===== src/rtl/lpm_pkg.sv =====
package lpm_pkg;
  typedef enum logic [1:0] {
    MODE_RUN  = 2'd0,
    MODE_WAIT = 2'd1,
    MODE_STOP = 2'd2
  } lpm_mode_e;
endpackage


===== src/rtl/lpm_wake_detect.sv =====
module lpm_wake_detect #(
  parameter int NUM_IRQ = 8
) (
  input  logic [NUM_IRQ-1:0] irq_req,
  input  logic [NUM_IRQ-1:0] irq_en,
  output logic               per_wake
);
  logic [NUM_IRQ-1:0] line_hit;

  // Each line can wake the core only when its own enable is set.
  for (genvar i = 0; i < NUM_IRQ; i++) begin : g_line
    assign line_hit[i] = irq_req[i] & irq_en[i];
  end

  assign per_wake = |line_hit;
endmodule


===== src/rtl/lpm_mode_fsm.sv =====
module lpm_mode_fsm
  import lpm_pkg::*;
(
  input  logic      clk,
  input  logic      rst,
  input  logic      wait_stb,
  input  logic      stop_stb,
  input  logic      per_wake,
  input  logic      ext_wake,
  output lpm_mode_e mode_q,
  output logic      cpu_en_q,
  output logic      per_en_q,
  output logic      imask_clr_q,
  output logic      stack_q
);
  lpm_mode_e mode_d;
  logic      cpu_en_d, per_en_d, imask_clr_d, stack_d;

  always_comb begin
    mode_d      = mode_q;
    cpu_en_d    = cpu_en_q;
    per_en_d    = per_en_q;
    imask_clr_d = 1'b0;
    stack_d     = 1'b0;
    unique case (mode_q)
      MODE_RUN: begin
        cpu_en_d = 1'b1;
        per_en_d = 1'b1;
        if (stop_stb) begin
          // stop takes precedence over a simultaneous wait
          mode_d      = MODE_STOP;
          cpu_en_d    = 1'b0;
          per_en_d    = 1'b0;
          imask_clr_d = 1'b1;
        end else if (wait_stb) begin
          mode_d      = MODE_WAIT;
          cpu_en_d    = 1'b0;
          imask_clr_d = 1'b1;
        end
      end
      MODE_WAIT: begin
        if (per_wake || ext_wake) begin
          mode_d   = MODE_RUN;
          cpu_en_d = 1'b1;
          per_en_d = 1'b1;
          stack_d  = 1'b1;
        end
      end
      MODE_STOP: begin
        if (ext_wake) begin
          mode_d   = MODE_RUN;
          cpu_en_d = 1'b1;
          per_en_d = 1'b1;
          stack_d  = 1'b1;
        end
      end
      default: begin
        mode_d   = MODE_RUN;
        cpu_en_d = 1'b1;
        per_en_d = 1'b1;
      end
    endcase
  end

  always_ff @(posedge clk) begin
    if (rst) begin
      mode_q      <= MODE_RUN;
      cpu_en_q    <= 1'b1;
      per_en_q    <= 1'b1;
      imask_clr_q <= 1'b0;
      stack_q     <= 1'b0;
    end else begin
      mode_q      <= mode_d;
      cpu_en_q    <= cpu_en_d;
      per_en_q    <= per_en_d;
      imask_clr_q <= imask_clr_d;
      stack_q     <= stack_d;
    end
  end

  logic rst_seen;
  always_ff @(posedge clk) rst_seen <= rst;

  p_entry_pulse_r1: assert property (@(posedge clk) disable iff (rst)
    (mode_q == MODE_RUN && (wait_stb || stop_stb)) |=> imask_clr_q);

  p_pulse_single_r1: assert property (@(posedge clk) disable iff (rst)
    imask_clr_q |=> !imask_clr_q);

  p_wait_clocks_r2: assert property (@(posedge clk) disable iff (rst)
    (mode_q == MODE_WAIT) |-> (!cpu_en_q && per_en_q));

  p_stop_clocks_r3: assert property (@(posedge clk) disable iff (rst)
    (mode_q == MODE_STOP) |-> (!cpu_en_q && !per_en_q));

  p_wake_stack_r5: assert property (@(posedge clk) disable iff (rst)
    (mode_q == MODE_WAIT && (per_wake || ext_wake)) |=>
      (stack_q && cpu_en_q && mode_q == MODE_RUN));

  p_reset_run_r7: assert property (@(posedge clk) disable iff (rst)
    rst_seen |-> (mode_q == MODE_RUN && cpu_en_q && per_en_q && !stack_q && !imask_clr_q));

  p_both_strobes_r8: assert property (@(posedge clk) disable iff (rst)
    (mode_q == MODE_RUN && wait_stb && stop_stb) |=> (mode_q == MODE_STOP));

  p_strobe_ignored_r9: assert property (@(posedge clk) disable iff (rst)
    (mode_q != MODE_RUN && !ext_wake && !per_wake) |=> ($stable(mode_q) && !imask_clr_q));

  p_run_idle_r10: assert property (@(posedge clk) disable iff (rst)
    (mode_q == MODE_RUN) |-> (cpu_en_q && per_en_q));
endmodule


===== src/rtl/lpm_clock_ctrl.sv =====
module lpm_clock_ctrl
  import lpm_pkg::*;
#(
  parameter int NUM_IRQ = 8,
  parameter int NUM_RST = 2
) (
  input  logic               clk,
  input  logic [NUM_RST-1:0] rst_src,
  input  logic               wait_stb,
  input  logic               stop_stb,
  input  logic [NUM_IRQ-1:0] irq_req,
  input  logic [NUM_IRQ-1:0] irq_en,
  input  logic               ext_irq,
  output logic               cpu_clk_en,
  output logic               per_clk_en,
  output logic               imask_clr,
  output logic               stack_start,
  output logic [1:0]         mode
);
  logic      rst_any;
  logic      per_wake;
  lpm_mode_e mode_s;

  // All reset sources share one priority level: any of them resets.
  assign rst_any = |rst_src;

  lpm_wake_detect #(.NUM_IRQ(NUM_IRQ)) u_wake (
    .irq_req  (irq_req),
    .irq_en   (irq_en),
    .per_wake (per_wake)
  );

  lpm_mode_fsm u_fsm (
    .clk         (clk),
    .rst         (rst_any),
    .wait_stb    (wait_stb),
    .stop_stb    (stop_stb),
    .per_wake    (per_wake),
    .ext_wake    (ext_irq),
    .mode_q      (mode_s),
    .cpu_en_q    (cpu_clk_en),
    .per_en_q    (per_clk_en),
    .imask_clr_q (imask_clr),
    .stack_q     (stack_start)
  );

  assign mode = mode_s;

  p_stop_ignores_periph_r6: assert property (@(posedge clk) disable iff (rst_any)
    (mode == 2'd2 && !ext_irq) |=> (mode == 2'd2 && !stack_start));

  p_masked_no_wake_r4: assert property (@(posedge clk) disable iff (rst_any)
    (mode == 2'd1 && !ext_irq && ((irq_req & irq_en) == '0)) |=> (mode == 2'd1));
endmodule


===== config.mk =====
export PLATFORM = sky130hd
export DESIGN_NAME = lpm_clock_ctrl
export DESIGN_NICKNAME = d
export VERILOG_FILES = /design/src/rtl/lpm_pkg.sv /design/src/rtl/lpm_wake_detect.sv /design/src/rtl/lpm_mode_fsm.sv /design/src/rtl/lpm_clock_ctrl.sv
export SDC_FILE = /design/constraint.sdc
export NUM_CORES = 1
export LEC_CHECK = 0
export ABC_AREA = 1
export BUFFER_PORTS_ARGS = -buffer_cell sky130_fd_sc_hd__buf_2
export CAP_MARGIN = 10
export CORE_AREA = 2 2 39 41
export DETAILED_ROUTE_END_ITERATION = 7
export DIE_AREA = 0 0 41 43
export MAX_ROUTING_LAYER = met4
export PLACE_DENSITY = 0.64
export SLEW_MARGIN = 10
export SYNTH_ARGS = -nofsm -noshare
export SYNTH_HDL_FRONTEND = slang
export SYNTH_HIERARCHICAL = 1
export SYNTH_SLANG_ARGS = --single-unit
export TNS_END_PERCENT = 1

===== constraint.sdc =====
create_clock -name clk -period 1.8 [get_ports clk]
set_clock_uncertainty 0.15 [all_clocks]
set_input_delay 0.27 -clock clk [delete_from_list [all_inputs] [get_ports clk]]
set_output_delay 0.27 -clock clk [all_outputs]
set_load 0.02 [all_outputs]

# ---- Word level (Yosys, flattened, before mapping)
# Cells that the tools add are included.
dict set report totals {
  wordCells 43
  reg_bits 6
}
dict set report op_classes {
  n_mux 17
  n_eq_ne 5
  n_reduce_logical 7
  bitwise 9
}
# operator count
set ops {}
lappend ops {{$mux 1} 9}
lappend ops {{$and 1x1->1} 8}
lappend ops {{$mux 2} 4}
lappend ops {{$reduce_or 8->1} 1}
lappend ops {{$pmux 1 s3} 2}
lappend ops {{$pmux 2 s3} 1}
lappend ops {{$ne 3x3->1 const B} 1}
lappend ops {{$reduce_and 3->1} 1}
lappend ops {{$reduce_or 3->1} 1}
lappend ops {{$eq 2x1->1 const B} 1}
lappend ops {{$eq 2x2->1 const B} 1}
lappend ops {{$logic_not 2->1} 1}
lappend ops {{$ne 2x1->1 const B} 1}
lappend ops {{$ne 2x2->1 const B} 1}
lappend ops {{$pmux 1 s2} 1}
lappend ops {{$reduce_and 2->1} 1}
lappend ops {{$reduce_or 2->1} 1}
lappend ops {{$logic_or 1x1->1} 1}
lappend ops {{$not 1->1} 1}

# ---- Logic depth before layout (Yosys ltp)
dict set report depth {
  depth_word 5
  depth_mapped 9
}

# ---- By module
# The synthesis kept the hierarchy.
# mod n_inst cells_per_inst area_per_inst_um2
set modules_own_cells {}
lappend modules_own_cells {lpm_mode_fsm 1 42 311.5}
lappend modules_own_cells {lpm_wake_detect 1 15 56.3}
lappend modules_own_cells {lpm_clock_ctrl 1 3 11.3}

# ---- Least setup slack after synthesis
# No wires, ideal clock.
dict set report synth_timing {
  kind {register -> register}
  startpoint {register u_fsm.mode_q[0]}
  endpoint {register u_fsm.cpu_en_q}
  path_buffers 0
  arrival_time_ps 1136
  path_stages_with_launch 9
  slack_ps 398
  synth_period_minus_slack_ps 1402
  path_cell_list {dfxtp_1 inv_1 ha_1 inv_1 nand2_1 nand3_2 nand2_1 o21ai_1 nand2_1}
}
dict set report synth_between {
  elab_chain_len 3
  word_cells_on_any_way 7
}
# item line_no
set synth_lines {}
lappend synth_lines {{start: declaration} lpm_mode_fsm.sv:10} ;# output lpm_mode_e mode_q,
lappend synth_lines {{start signal: assignment} lpm_mode_fsm.sv:73} ;# mode_q <= mode_d;
lappend synth_lines {{$eq 2x1->1 / $eq 2x2->1 (equally long branches)} lpm_mode_fsm.sv:25} ;# unique case (mode_q)
lappend synth_lines {{$ne 2x1->1 (no line) / $ne 2x2->1 (equally long branches)} n/a}
lappend synth_lines {{$reduce_and 2->1 (no line)} n/a}
lappend synth_lines {{end signal: assignment} lpm_mode_fsm.sv:74} ;# cpu_en_q <= cpu_en_d;
lappend synth_lines {{end: declaration} lpm_mode_fsm.sv:11} ;# output logic cpu_en_q,
# Several ways; a longest one is shown, not always the timed one.
# A chain may end at the register's enable or synchronous reset.

# ---- Worst setup path in the final report
dict set report layout_timing {
  startpoint {register u_fsm.mode_q[0]}
  endpoint {register u_fsm.mode_q[0]}
}
dict set report layout_between {
  elab_chain_len 3
  word_cells_on_any_way 8
}
# item line_no
set layout_lines {}
lappend layout_lines {{$eq 2x1->1, or another cell as far along} lpm_mode_fsm.sv:25}
lappend layout_lines {{$ne 2x1->1 (no line), or another cell as far along} n/a}
lappend layout_lines {{$reduce_and 3->1 (no line)} n/a}
# Several ways; a longest one is shown, not always the timed one.

==> flow_summary.yaml <==
synth:
  netlist_area_um2: 379
  syn_nets: 85
  synth_top_family_by_area: "simple AND/OR/NAND/NOR gates"
  yosys.area_share.simple_pct: 41.9
  yosysTopAreaCell: "dfxtp_1"
  synth_fa_ha_area_share_pct: 9.90
  synth_top_area_share_pct: 31.7
  synth_cell_type_count: 14
  ys_ff_latch: 6
  synth_xor_xnor_area_share_pct: 0
  ys_warn_count: 6
  synth_compound_gate_area_share_pct: 6.60
  synth_area_leaders: "dfxtp_1 32%, nand2_1 23%, ha_1 9.9%, inv_1 8.9%, nand3_2 5.3%"
  ys_seq_area_share_pct: 31.7
  syn_avg_cell_area_um2: 6.32
  syn-instance-count: 60
  yosys-mux-area-fraction_pct: 0
sta:
  setup_tns_ns: 0
  min_period_ns: 1.34
  finalCritPeriodShare_pct: 74.6
  tightest_slew_ns: 0.156
  drv_slew: 0
  setup_viol: 0
  max_freq_mhz: 745
  hold_viol_final: 0
  relSlewSlack_pct: 89.5
  rsz0062_at_grt: "false"
clocking:
  cts_made_buffers: 3
  path_clk_slew_ns: 0.05
  cts_setup_buffers: 0
  ctsRootBufferMaster: "clkbuf_4"
  cts_hold_buf: 0
  cts_resized: 0
  clk_latency_ns: 0.25
  tritoncts: "yes"
  clock_sinks: 6
  htreeDepth: 1
  cts_buffer_depth: 2
pwr:
  power_density_nw_per_um2: 634
  p_clk_share_pct: 36.6
  p_sw_share_pct: 28.6
  comb_power_share_pct: 23.0
  irDropWorstVdd_mv: 0.358
  power_frac_seq_pct: 40.4
  p_leak_nw: 0.331
  switchingPower_mw: 0.101
  p_int_mw: 0.252
job:
  drv_cap: 0
route:
  ant_nets: 0
  viasPerCell: 4.17
  wl_per_cell_um: 8.63
  drt-initial-drc-count: 9
  drc: 0
  first_pass_iters: 4
  drt-total-wl_um: 915
  detailroute.via_count: 442
die:
  core_area_um2: 1380
  die_x_um: 41
  die_area_um2: 1760
  rows: 14
  die_y_um: 43
  start_util_pct: 27.4
  ios: 28
worst_setup_path:
  cp_data_required_time_ns: 1.83
  crit_path_max_fanout: 4
  crit_arrival_ns: 1.38
  path_common_cell: "inv_1"
  slowest_delay_ns: 0.36
  path_class: "reg2reg"
  critical_path.slowest_cell: "dfxtp_1"
  path_cells: "inv_1 > ha_1 > inv_1 > nand2_1 > nand3_2 > nand3_1 > a21oi_1"
  start_kind: "flip-flop"
  r2r_setup_slack_ns: 0.46
  cp-end-kind: "flip-flop"
cells_and_area:
  layout-drive-gt1-share_pct: 38.9
  instances_no_fill: 106
  final_cell_mix: "27 x buf_2, 23 x nand2_1, 9 x inv_1, 6 x dfxtp_1, 5 x nor2_1"
  diodes: 0
  layout.nets: 117
  syn_to_final_growth_pct: 46.9
  final_common_cell: "buf_2"
grt:
  grt_pass1_wl_um: 1290
  grt_max_degree: 5
  grt-ovfl-total: 0
  grt_pass1_vias: 338
  antenna_found_initial: 0
  track_usage_pct: 12.1
placement:
  gp_congestion: 0.798
  place_inst: 103
  numPortBuffers: 27
status:
  status: "complete, no violations"
hold_path:
  hold_class: "in2reg"
==> layer usage <==
| layer | GRT usage, % | up-vias | routed length (um) |
|---|---|---|---|
| li1 | - | 246 | - |
| met1 | 12.9 | 167 | 378 |
| met2 | 15.6 | 25 | 383 |
| met3 | 7.85 | 4 | 126 |
| met4 | 8.00 | 0 | 26 |
| met5 | - | - | 0 |
==> through the flow <==
step	area, um^2	hold slack (ns)	worst slack, ns	power (mW)	util, %
after floorplan	379	0.252	0.398	0.191	-
after global placement	534	0.307	0.462	0.225	38.6
after detailed placement	534	0.319	0.459	0.226	38.6
after CTS	557	0.136	0.451	0.359	40.2
after global routing	557	0.148	0.334	0.375	40.2
final	557	0.137	0.457	0.353	40.2
==> logic make-up after synthesis <==
group | Yosys count
simple gates | 36
buf+inv | 10
flops | 6
compound gates | 5
fa+ha+maj | 3
==> final timing paths <==
kind                                startpoint                            to  cells after the start
hold reg to reg    u_fsm/cpu_en_q$_SDFFE_PP1P_   u_fsm/cpu_en_q$_SDFFE_PP1P_                      2
hold / removal                         ext_irq      u_fsm/stack_q$_SDFF_PP0_                      3
setup reg to reg  u_fsm/mode_q[0]$_SDFFE_PP0P_  u_fsm/mode_q[0]$_SDFFE_PP0P_                      7
setup / recovery  u_fsm/mode_q[0]$_SDFFE_PP0P_  u_fsm/mode_q[0]$_SDFFE_PP0P_                      7
==> synthesized netlist by cell type <==
library cell  number
nand3_1            2
dfxtp_1            6
nor2_1             5
nand3_2            2
nand2_1           23
inv_2              1
nand2_2            1
inv_1              9
ha_1               3
o21ai_1            2
nor3_1             1
nor2_2             1
nand4_1            1
a21oi_1            3
==> power groups by stage <==
| stage | registers, mW | clock network (mW) | logic (mW) |
|---|---|---|---|
| global placement | 0.145 | 0 | 0.0799 |
| global route | 0.143 | 0.140 | 0.0921 |
| floorplan | 0.152 | 0 | 0.0386 |
| detailed placement | 0.145 | 0 | 0.0810 |
| CTS | 0.143 | 0.135 | 0.0815 |
| finish | 0.143 | 0.129 | 0.0811 |
==> critical path: cells and delay by family, from the launching register on <==
family / cells / cell delay (ns)
AO/OA/AOI/OAI: 1 / 0.15
adder cells (fa/ha/maj): 1 / 0.22
buffers and inverters: 2 / 0.16
flip-flops: 1 / 0.36
AND/OR/NAND/NOR: 3 / 0.25
==> registers in the layout (all words and copies together) (netlist names) <==
| name | count |
|---|---|
| u_fsm/imask_clr_q | 1 |
| u_fsm/stack_q | 1 |
| u_fsm/cpu_en_q | 1 |
| u_fsm/per_en_q | 1 |
| u_fsm/mode_q | 2 |
==> layout make-up <==
class	instances	area [um^2]
flip-flops and latches	6	120
inverters	10	37.5
well taps	16	20.0
repair buffers	27	135
multi-input cells	44	221
clock buffers	3	22.5
fillers	149	827
Note: power is estimated with default switching activity, not from simulation.
